## config.mk

```make
export PLATFORM = sky130hd
export DESIGN_NAME = keyed_watchdog
export DESIGN_NICKNAME = d
export VERILOG_FILES = /design/src/rtl/keyed_watchdog.sv
export SDC_FILE = /design/constraint.sdc
export NUM_CORES = 1
export LEC_CHECK = 0
export ABC_AREA = 1
export ABC_CLOCK_PERIOD_IN_PS = 1500
export BUFFER_PORTS_ARGS = -buffer_cell sky130_fd_sc_hd__buf_2
export CORE_UTILIZATION = 43
export DETAILED_ROUTE_END_ITERATION = 12
export PLACE_DENSITY_LB_ADDON = 0.08
export SYNTH_ARGS = -nofsm -noshare
export SYNTH_HDL_FRONTEND = slang
export SYNTH_SLANG_ARGS = --single-unit
```

## constraint.sdc

```tcl
create_clock -name clk -period 1.5 [get_ports clk]
set_input_delay 0.3 -clock clk [delete_from_list [all_inputs] [get_ports clk]]
set_output_delay 0.3 -clock clk [all_outputs]
set_load 0.03 [all_outputs]
```

## src/rtl/keyed_watchdog.sv

```systemverilog
module keyed_watchdog #(
  parameter int DATA_W = 32,
  parameter int CNT_W  = 8,
  parameter int KEY_W  = 7,
  parameter int GRACE  = 10
) (
  input  logic              clk,
  input  logic              rst_n,
  input  logic              wr_en,
  input  logic [DATA_W-1:0] wr_data,
  input  logic              tick,
  output logic [DATA_W-1:0] ctrl_q,
  output logic [CNT_W:0]    count_o,
  output logic              nmi_o,
  output logic              reset_req_o
);
  localparam int EN_BIT = CNT_W;
  localparam int KEY_LO = CNT_W + 1;
  localparam int KEY_HI = KEY_LO + KEY_W - 1;
  localparam int CW     = CNT_W + 1;
  localparam logic [CW-1:0] GRACE_V = CW'(GRACE);
  localparam logic [CW-1:0] FULL_V  = CW'(1 << CNT_W);

  logic          run_q;
  logic [CW-1:0] cnt_q;
  logic          hit_q;

  wire key_ok = wr_data[KEY_HI:KEY_LO] == ~ctrl_q[KEY_HI:KEY_LO];
  wire accept = wr_en && (!ctrl_q[EN_BIT] || key_ok);
  wire [CNT_W-1:0] fld = wr_data[CNT_W-1:0];
  wire [CW-1:0] load_v = (fld == '0) ? FULL_V : {1'b0, fld};
  wire step    = !accept && tick && run_q;
  wire expire  = step && cnt_q == CW'(1);

  always_ff @(posedge clk) begin
    if (!rst_n) begin
      ctrl_q      <= '0;
      run_q       <= 1'b0;
      cnt_q       <= '0;
      hit_q       <= 1'b0;
      reset_req_o <= 1'b0;
    end else begin
      reset_req_o <= 1'b0;
      if (accept) begin
        ctrl_q <= wr_data;
        cnt_q  <= load_v;
        run_q  <= wr_data[EN_BIT];
        hit_q  <= 1'b0;
      end else if (expire) begin
        if (!hit_q) begin
          hit_q <= 1'b1;
          cnt_q <= GRACE_V;
        end else begin
          reset_req_o <= 1'b1;
          run_q       <= 1'b0;
          cnt_q       <= '0;
        end
      end else if (step) begin
        cnt_q <= cnt_q - CW'(1);
      end
    end
  end

  assign count_o = cnt_q;
  assign nmi_o   = hit_q;
endmodule

```

==> summary.md <==
| Metric | Value |
|---|---|
| Cell taking the most area after synthesis | `dfxtp_1` |
| CTS tree | `yes` |
| WP data required | `roughly 1.7 ns` |
| GR Overflow Total | `0` |
| Number of synthesized register bits | `44` |
| PnR Total Power | `around 2.9 mW` |
| Fmax | `around 650 MHz` |
| ANT cells | `0` |
| FFs w/ async S/R, synth | `0` |
| Sequential share of the synthesized area | `0.4467` |
| # clock sinks | `44` |
| Final Net Count | `approximately 420` |
| Period utilization | `1.027` |
| Hold Path Class | `in2reg` |
| Detail Placement HPWL | `between 3000 and 4000 µm` |
| Vias/cell | `just under 5` |
| Final Instance Area | `around 2800 µm²` |
| Starting density of the core | `0.4498` |
| Wire length per cell | `between 10 and 15 µm` |
| Area Growth Syn to Fin | `44.23%` |
| Mean Syn Cell Area | `6.968 µm²` |
| Global Route Usage Sum | `0.2092` |
| Post-Route WL | `about 5100 µm` |
| Critical-path cell list | `nand2_1 > inv_1 > nor2_1 > nand2_1 > nor2_2 > nand2_2 > nand2_2 > nand2_4 > buf_6 > o21ai_0 > nor2_1` |
| Drt pass-1 iters | `4` |
| Site Rows | `24` |
| First-pass GRT wire length | `between 8000 and 9000 µm` |
| IO Port Bufs | `between 70 and 80` |
| Worst setup path class | `reg2reg` |
| CP endpoint kind | `register` |
| Vias in the first global route | `between 1,500 and 2,000` |
| Syn_nets | `about 320` |
| Ratio of cells with drive above 1 in the final layout | `0.3879` |
| Clk buf depth | `2` |
| Iter 0 DRT Violations | `78` |
| CP arrival | `1.72 ns` |
| Clk_lat worst skew | `between 0.2 and 0.3 ns` |
| DRC | `0` |
| Crit path time final | `between 1.5 and 2 ns` |
| Reg clk slew, reported paths | `roughly 0.08 ns` |
| Largest net degree at the start of global routing | `28` |
| RSZ-0062 raised after global routing | `yes` |
| Final antenna-violating net count | `0` |
| Clk_skew | `0.005263 ns` |
| Fin worst setup slack | `-0.03977 ns` |
| Slew @ Worst Pin | `approximately 0.32 ns` |
| H-tree levels | `2` |
| Peak supply drop | `between 0.0006 and 0.0007 V` |
| Die H | `69.72 µm` |
| Critical path's slowest cell | `dfxtp_2` |
| CTS Buf Count | `5` |
| Die W | `approximately 70 µm` |
| Hold violation total from the final report | `0` |
| Root Buffer | `clkbuf_8` |
| Failing checks | `negative setup slack` |
| Placed inst area | `approximately 2500 µm²` |
| Syn Std Cell Area | `1972 µm²` |
| Leakage power | `1.462 nW` |
| Max cap viols | `0` |
| Die area | `4861 µm²` |
| Power per cell area | `just over 1000 nW/µm²` |
| Initial antenna violation count | `0` |
| Ys flop type | `dfxtp_1` |
| Yosys cell types | `22` |
| Status | `complete, but fails checks` |
| Most common cell in the netlist | `nor2_1` |
| Syn Inst Count | `roughly 280` |
| Final Max Slew Viols | `0` |
| Synth top area share | `0.4467` |
| Worst slew margin relative to its limit | `0.7869` |
| Fill cells | `a little over 400` |
| Largest stage delay on the critical path | `between 0.3 and 0.4 ns` |
| CP delay by family, top | `simple AND/OR/NAND/NOR gates` |
| Synth area leaders | `dfxtp_1 45%, nor2_1 11%, nand2_1 10%` |
| # IOs | `about 80` |
| Yosys warning count | `0` |
| RD Place Congestion | `roughly 0.8` |
| Crit-path max FO | `27` |
| CP Launch Type | `register` |
| Worst path bufs/invs | `2` |
| Via count | `about 2,100` |
| CORE AREA | `4384 µm²` |
| Endpoints failing setup | `2` |
| Number of synthesized flops with an enable pin | `0` |
| Commonest cells in the netlist | `58 x nor2_1, 54 x nand2_1, 44 x dfxtp_1, 30 x inv_1, 27 x o21ai_0` |
==> per-layer routing <==
metal / part of all wire / global-route usage
met1: 0.47 / 0.2704
met2: 0.46 / 0.3366
met3: 0.064 / 0.05669
met4: 0.014 / 0.07333
met5: 0 / 0
==> sequential cells by signal (all words and copies together), names as in the netlist <==
signal       count
count_o          9
run_q            1
ctrl_q          32
reset_req_o      1
nmi_o            1
==> through the flow <==
step           hold slack (ns)    util  worst slack [ns]     TNS, ns  std cells
3_3_place_gp            0.4289  0.5748           -0.1379      -3.706        419
4_1_cts                 0.2490  0.6025        -0.0002793  -0.0002793        427
6_report                0.2373  0.6487          -0.03977    -0.05952        431
3_5_place_dp            0.4408  0.5748           -0.1614      -4.196        419
2_1_floorplan           0.4455       -          0.003123           0        283
5_1_grt                 0.2557  0.6487           -0.1613      -3.867        431
==> worst min-delay path, stage by stage <==
cell and delay (ns):
buf_2 0.07, o21ai_1 0.06, nor2_1 0.07
==> cells in the final DEF (no fill, tap or decap), types with 10 or more instances in the layout <==
| cell | instances |
|---|---|
| buf_2 | 78 |
| buf_4 | 12 |
| o21ai_0 | 10 |
| nand2_1 | 48 |
| nor2_1 | 49 |
| inv_1 | 28 |
| a21oi_1 | 16 |
| o21ai_1 | 16 |
| dfxtp_1 | 35 |
| nand3_1 | 16 |
==> where the power goes <==
part / leakage (nW) / internal, mW / total, mW / switching (mW)
Sequential: 0.367 / 1.26 / 1.32 / 0.0601
Clock: 0.0503 / 0.410 / 0.794 / 0.384
Combinational: 1.05 / 0.321 / 0.824 / 0.503
==> timing repair <==
action,CTS,global route
buffers inserted,1,1
hold buffers,0,0
gates resized for setup,5,50
setup endpoints to repair,32,44
gates cloned,0,3
pin swaps,1,23
==> cell families after synthesis <==
kind of cell    Yosys count  synth area share
compound gates           52            0.1440
xor+xnor                  5           0.02221
fa+ha+maj                 2           0.01269
buf+inv                  42           0.09074
flops                    44            0.4467
simple gates            138            0.2836
==> layout make-up <==
cell class	count	area [µm²]	share of cell area
Multi-Input combinational cell	197	1007	0.3542
Sequential cell	44	892.1	0.3137
Timing Repair Buffer	101	670.6	0.2358
Inverter	30	112.6	0.03960
Clock buffer	7	96.34	0.03388
Tap cell	52	65.06	0.02288
==> worst paths after layout <==
path               startpoint         end  slack (ns)  depth (start not counted)
setup / recovery   ctrl_q[11]  ctrl_q[15]       -0.04                         11
hold reg to reg     ctrl_q[6]   ctrl_q[6]        0.46                          2
hold / removal    wr_data[19]  ctrl_q[19]        0.24                          3
setup reg to reg   ctrl_q[11]  ctrl_q[15]       -0.04                         11
No activity file was read; power rests on OpenSTA's default activity.
